===== src/rtl/rrs_pkg.sv =====
package rrs_pkg;
    typedef enum logic [2:0] {
        SQ_IDLE  = 3'd0,
        SQ_START = 3'd1,
        SQ_CONV  = 3'd2,
        SQ_LOAD  = 3'd3,
        SQ_DRAIN = 3'd4,
        SQ_FIN   = 3'd5,
        SQ_ERR   = 3'd6
    } seq_state_e;
endpackage


===== src/rtl/rrs_read_timer.sv =====
// Counts the read-enable window for one row of output data.
module rrs_read_timer #(
    parameter int LEN_W = 12
) (
    input  logic             clk,
    input  logic             rst_n,
    input  logic             load_i,
    input  logic [LEN_W-1:0] len_i,
    output logic             busy_o,
    output logic             ending_o
);
    typedef struct packed {
        logic [LEN_W-1:0] cnt;
    } tmr_t;

    tmr_t tmr_d, tmr_q;

    always_comb begin
        tmr_d = tmr_q;
        if (load_i) begin
            tmr_d.cnt = len_i;
        end else if (tmr_q.cnt != '0) begin
            tmr_d.cnt = tmr_q.cnt - LEN_W'(1);
        end
    end

    always_ff @(posedge clk or negedge rst_n) begin
        if (!rst_n) begin
            tmr_q <= '0;
        end else begin
            tmr_q <= tmr_d;
        end
    end

    assign busy_o   = (tmr_q.cnt != '0);
    assign ending_o = (tmr_q.cnt <= LEN_W'(1));
endmodule


===== src/rtl/rrs_done_watch.sv =====
// Latches the sensor acknowledgement and times out a missing one.
module rrs_done_watch #(
    parameter int TMO_W = 16
) (
    input  logic             clk,
    input  logic             rst_n,
    input  logic             clear_i,
    input  logic             arm_i,
    input  logic             done_n_i,
    input  logic [TMO_W-1:0] limit_i,
    output logic             done_o,
    output logic             expire_o
);
    typedef struct packed {
        logic             seen;
        logic [TMO_W-1:0] cnt;
    } wd_t;

    wd_t wd_d, wd_q;

    always_comb begin
        wd_d = wd_q;
        if (clear_i) begin
            wd_d.seen = 1'b0;
            wd_d.cnt  = '0;
        end else if (arm_i) begin
            if (!done_n_i) begin
                wd_d.seen = 1'b1;
            end else if (!wd_q.seen) begin
                wd_d.cnt = wd_q.cnt + TMO_W'(1);
            end
        end
    end

    always_ff @(posedge clk or negedge rst_n) begin
        if (!rst_n) begin
            wd_q <= '0;
        end else begin
            wd_q <= wd_d;
        end
    end

    assign done_o   = wd_q.seen | (arm_i & ~done_n_i);
    assign expire_o = arm_i & ~wd_q.seen & done_n_i & (limit_i != '0)
                      & (wd_q.cnt == (limit_i - TMO_W'(1)));
endmodule


===== src/rtl/row_readout_seq.sv =====
module row_readout_seq #(
    parameter int ROW_W = 10,
    parameter int LEN_W = 12,
    parameter int TMO_W = 16
) (
    input  logic             clk,
    input  logic             rst_n,
    input  logic             start_i,
    input  logic [ROW_W-1:0] first_row_i,
    input  logic [ROW_W-1:0] last_row_i,
    input  logic [LEN_W-1:0] read_len_i,
    input  logic [TMO_W-1:0] tmo_limit_i,
    input  logic             row_done_n_i,
    output logic [ROW_W-1:0] row_addr_o,
    output logic             row_strt_n_o,
    output logic             ld_shft_n_o,
    output logic             data_read_en_n_o,
    output logic [ROW_W-1:0] cur_row_o,
    output logic             frame_done_o,
    output logic             timeout_err_o
);
    import rrs_pkg::*;

    typedef struct packed {
        seq_state_e       state;
        logic [ROW_W-1:0] row;
        logic [ROW_W-1:0] last;
        logic [LEN_W-1:0] rlen;
        logic [TMO_W-1:0] tlim;
    } seq_t;

    seq_t seq_d, seq_q;

    logic rd_busy, rd_ending;
    logic ack_done, ack_expire;

    rrs_read_timer #(.LEN_W(LEN_W)) u_rd (
        .clk      (clk),
        .rst_n    (rst_n),
        .load_i   (seq_q.state == SQ_LOAD),
        .len_i    (seq_q.rlen),
        .busy_o   (rd_busy),
        .ending_o (rd_ending)
    );

    rrs_done_watch #(.TMO_W(TMO_W)) u_ack (
        .clk      (clk),
        .rst_n    (rst_n),
        .clear_i  (seq_q.state == SQ_START),
        .arm_i    (seq_q.state == SQ_CONV),
        .done_n_i (row_done_n_i),
        .limit_i  (seq_q.tlim),
        .done_o   (ack_done),
        .expire_o (ack_expire)
    );

    always_comb begin
        seq_d = seq_q;
        unique case (seq_q.state)
            SQ_IDLE: begin
                if (start_i && (first_row_i <= last_row_i)) begin
                    seq_d.row   = first_row_i;
                    seq_d.last  = last_row_i;
                    seq_d.rlen  = read_len_i;
                    seq_d.tlim  = tmo_limit_i;
                    seq_d.state = SQ_START;
                end
            end
            SQ_START: seq_d.state = SQ_CONV;
            SQ_CONV: begin
                if (ack_done && rd_ending) begin
                    seq_d.state = SQ_LOAD;
                end else if (ack_expire) begin
                    seq_d.state = SQ_ERR;
                end
            end
            SQ_LOAD: begin
                if (seq_q.row == seq_q.last) begin
                    seq_d.state = SQ_DRAIN;
                end else begin
                    seq_d.row   = seq_q.row + ROW_W'(1);
                    seq_d.state = SQ_START;
                end
            end
            SQ_DRAIN: begin
                if (rd_ending) begin
                    seq_d.state = SQ_FIN;
                end
            end
            SQ_FIN:  seq_d.state = SQ_IDLE;
            SQ_ERR:  seq_d.state = SQ_IDLE;
            default: seq_d.state = SQ_IDLE;
        endcase
    end

    always_ff @(posedge clk or negedge rst_n) begin
        if (!rst_n) begin
            seq_q       <= '0;
            seq_q.state <= SQ_IDLE;
        end else begin
            seq_q <= seq_d;
        end
    end

    assign row_addr_o       = seq_q.row;
    assign cur_row_o        = seq_q.row;
    assign row_strt_n_o     = (seq_q.state != SQ_START);
    assign ld_shft_n_o      = (seq_q.state != SQ_LOAD);
    assign data_read_en_n_o = ~rd_busy;
    assign frame_done_o     = (seq_q.state == SQ_FIN);
    assign timeout_err_o    = (seq_q.state == SQ_ERR);
endmodule


===== config.mk =====
export PLATFORM = sky130hd
export DESIGN_NAME = row_readout_seq
export DESIGN_NICKNAME = d
export VERILOG_FILES = /design/src/rtl/rrs_pkg.sv /design/src/rtl/rrs_read_timer.sv /design/src/rtl/rrs_done_watch.sv /design/src/rtl/row_readout_seq.sv
export SDC_FILE = /design/constraint.sdc
export NUM_CORES = 1
export LEC_CHECK = 0
export CORE_UTILIZATION = 30
export DETAILED_ROUTE_END_ITERATION = 6
export DONT_BUFFER_PORTS = 1
export HOLD_SLACK_MARGIN = 0.06
export PLACE_DENSITY = 0.43
export SYNTH_ARGS = -nofsm -noshare
export SYNTH_HDL_FRONTEND = slang
export SYNTH_SLANG_ARGS = --single-unit

===== constraint.sdc =====
create_clock -name clk -period 2.5 [get_ports clk]
set_clock_uncertainty 0.15 [all_clocks]
set_input_delay 0.5 -clock clk [delete_from_list [all_inputs] [get_ports clk]]
set_output_delay 0.5 -clock clk [all_outputs]
set_load 0.05 [all_outputs]

==> results.sh <==
export IMPL_status="finished, violations left"
export IMPL_violations="negative hold slack"
export IMPL_std_cell_rows=45
export IMPL_hold_class="input port to async pin"
export IMPL_worst_slew_pin_slew_ns=0.7165
export IMPL_drive_gt1_share_pct=27.75
export IMPL_crit_reg2reg_capture="seq_q[50]"
export IMPL_clock_path_buffers=2
export IMPL_ys_seq_elements=80
export IMPL_cp_data_arrival_time_ns=1.78
export IMPL_synthTopCellsByArea="dfrtp_1, mux2_2, xnor2_1"
export IMPL_ff2ff_path_depth=8
export IMPL_synth_seq_area_share_pct=41.98
export IMPL_syn_area_mm2=0.004768
export IMPL_synth_ff_type="dfrtp_1"
export IMPL_r2r_slack_ns=0.13
export IMPL_crit_type="flip-flop to output port"
export IMPL_cts_clk_slew_worst_paths_ns=0.06
export IMPL_start_util_pct=31.02
export IMPL_final_max_slew_viol_count=0
export IMPL_hold_violations=80
export IMPL_fillers=1570
export IMPL_viasPerCell=4.862
export IMPL_fin_crit_ns=2.429
export IMPL_wl_per_cell_um=16.35
export IMPL_setup_viol=0
export IMPL_cts_root_buf="clkbuf_16"
export IMPL_max_cap_violations=0
export IMPL_async_reset_ff_share_pct=100.0
export IMPL_fmax_ghz=0.4118
export IMPL_ir_drop_mv=0.4611
export IMPL_clk_latency_ns=0.35
export IMPL_power_total_mw=7.113
export IMPL_dieArea_mm2=0.01640
export IMPL_ys_types=60
export IMPL_dr_pass1_iters=4
export IMPL_core_area_mm2=0.01537
export IMPL_grt_usage_pct=15.88
export IMPL_required_ns=1.85
export IMPL_cts_sinks=80
export IMPL_vias=3549
export IMPL_first_global_vias=3778
export IMPL_drt_first_iter_violations=115
export IMPL_critical_path_peak_fanout=4
export IMPL_synth_top_area_share_pct=41.98
export IMPL_nNetsFinal=581
export IMPL_final_cell_mix="dfrtp_1, buf_4, nor2_1, xnor2_1, nand2_1"
export IMPL_num_io_pins=77
export IMPL_synth_nets=548
export IMPL_hpwl_mm=8.970
export IMPL_grt_pass1_wl_mm=19.87
export IMPL_seqCellArea_mm2=0.002002
export IMPL_hold_ws_ns=-0.3048
export IMPL_stdcell_count=730
export IMPL_final_common_cell="dfrtp_1"
export IMPL_area_growth_pct=21.70
export IMPL_slew_headroom_pct=52.18
export IMPL_final_antenna_net_count=0
export IMPL_reg2reg_from="seq_q[2]"
export IMPL_n_antenna_cell=0
export IMPL_fin_crit_sh_pct=97.14
export IMPL_grt_max_degree=81
export IMPL_place_congestion=0.8005
export IMPL_die_width_um=128.1
export IMPL_synth_top_area_cell="dfrtp_1"
export IMPL_antenna_found_initial=0
export IMPL_endpoint="data_read_en_n_o"
export IMPL_cp_start_kind="flip-flop"
export IMPL_critPathLaunch="u_rd.tmr_q[1]"
export IMPL_cts_buffers=9
export IMPL_synth_edf_count=0
export IMPL_power_density_mw_per_mm2=1226
export IMPL_multi_input_area_mm2=0.002655
export IMPL_p_leak_nw=2.401
export IMPL_synthCells=481
export IMPL_die_h_um=128.1
export IMPL_avgSynthCellArea_um2=9.913
export IMPL_port_buffers=0
export IMPL_drt_total_wl_mm=11.94
export IMPL_end_kind="output port"
export IMPL_htreeDepth=3
export IMPL_cts_tree="yes"
export IMPL_dp_cells=706
export IMPL_synth_warnings=0
export IMPL_drcViolationCount=0
export IMPL_gr_total_overflow=0
Yosys cell counts (2+ instances only):
cell and number:
nand2_1 34, nor2_1 37, nor3b_1 2, a211oi_1 4, mux2i_1 2, buf_6 2
xnor2_1 35, o311ai_0 2, o21ai_0 20, nand2b_1 3, o31ai_1 9, ha_1 15
o22a_1 3, nor3_1 15, nand4_1 7, nor4_1 4, dfrtp_1 80, o211ai_1 4
or3_1 2, a311oi_1 2, mux2_2 37, buf_4 23, nand3_1 18, a21oi_1 13
clkbuf_1 12, or4_1 4, nor2b_1 5, a31oi_1 6, and3_1 7, xor2_1 15
nand3b_1 2, and4_1 4, and2_1 4, inv_1 19, o31a_1 2, o22ai_1 4
report_power, final:
group	internal, mW	switching [mW]
clock network	0.693	0.558
logic	1.60	1.93
registers	1.83	0.502
total	4.13	2.99
logic make-up (layout without fill, tap and decap cells):
family	count (synthesis)	count (layout)	synth area share, %
fa+ha+maj	15	15	3.936
buf+inv	58	96	6.717
xor+xnor	50	50	9.184
mux	40	40	9.394
simple gates	155	155	16.50
flops	80	80	41.98
compound gates	83	83	12.28
area by class of cell:
| type | count | share of cell area (%) |
|---|---|---|
| Sequential cell | 80 | 34.50 |
| Multi-Input combinational cell | 343 | 45.75 |
| Inverter | 20 | 1.639 |
| Tap cell | 211 | 4.549 |
| Clock buffer | 10 | 4.118 |
| Clock inverter | 6 | 0.6037 |
| Timing Repair Buffer | 60 | 8.840 |
metal layers:
metal	track usage, %	routed length (µm)
met1	19.57	5438
met2	25.90	5549
met3	5.927	820
met4	4.498	128
met5	0	0
repair_timing:
action                                  4_1_cts  5_1_grt
pin swaps                                     1        2
endpoints found under the setup margin        2       21
gates resized for setup                       9        5
hold endpoints to repair                     80       80
setup buffers                                 1        7
how the worst min path moves through the flow:
| stage | start | endpoint | slack (ns) | cells past startpoint |
|---|---|---|---|---|
| finish | rst_n | cur_row_o[7] | -0.30 | 0 |
| global route | rst_n | seq_q[32] | -0.33 | 0 |
| CTS | rst_n | seq_q[36] | -0.32 | 0 |
| detailed placement | rst_n | cur_row_o[6] | 0.06 | 0 |
| global placement | rst_n | seq_q[33] | 0.06 | 0 |
| floorplan | rst_n | cur_row_o[0] | 0.05 | 0 |
registers in the layout (all words and copies together) (netlist names):
name / count
cur_row_o: 10
u_ack.wd_q: 17
seq_q: 41
u_rd.tmr_q: 12
worst max-delay path: stages (launching register included):
cell and delay [ns]:
dfrtp_1 0.40, inv_2 0.07, ha_1 0.14, or3b_4 0.40, nor2_4 0.15, nand2_4 0.07, clkinv_4 0.07, buf_12 0.13
stage by stage:
stage | util (%) | area (µm²) | setup slack, ns | setup TNS (ns)
2_1_floorplan | - | 4965 | -0.2130 | -8.056
3_3_place_gp | 35.30 | 5425 | -0.3009 | -12.21
3_5_place_dp | 35.30 | 5425 | -0.3145 | -12.13
4_1_cts | 37.31 | 5734 | -0.01469 | -0.01469
5_1_grt | 37.75 | 5803 | -0.008109 | -0.008109
6_report | 37.75 | 5803 | 0.07144 | 0
Power figures use the tool's default switching activity.
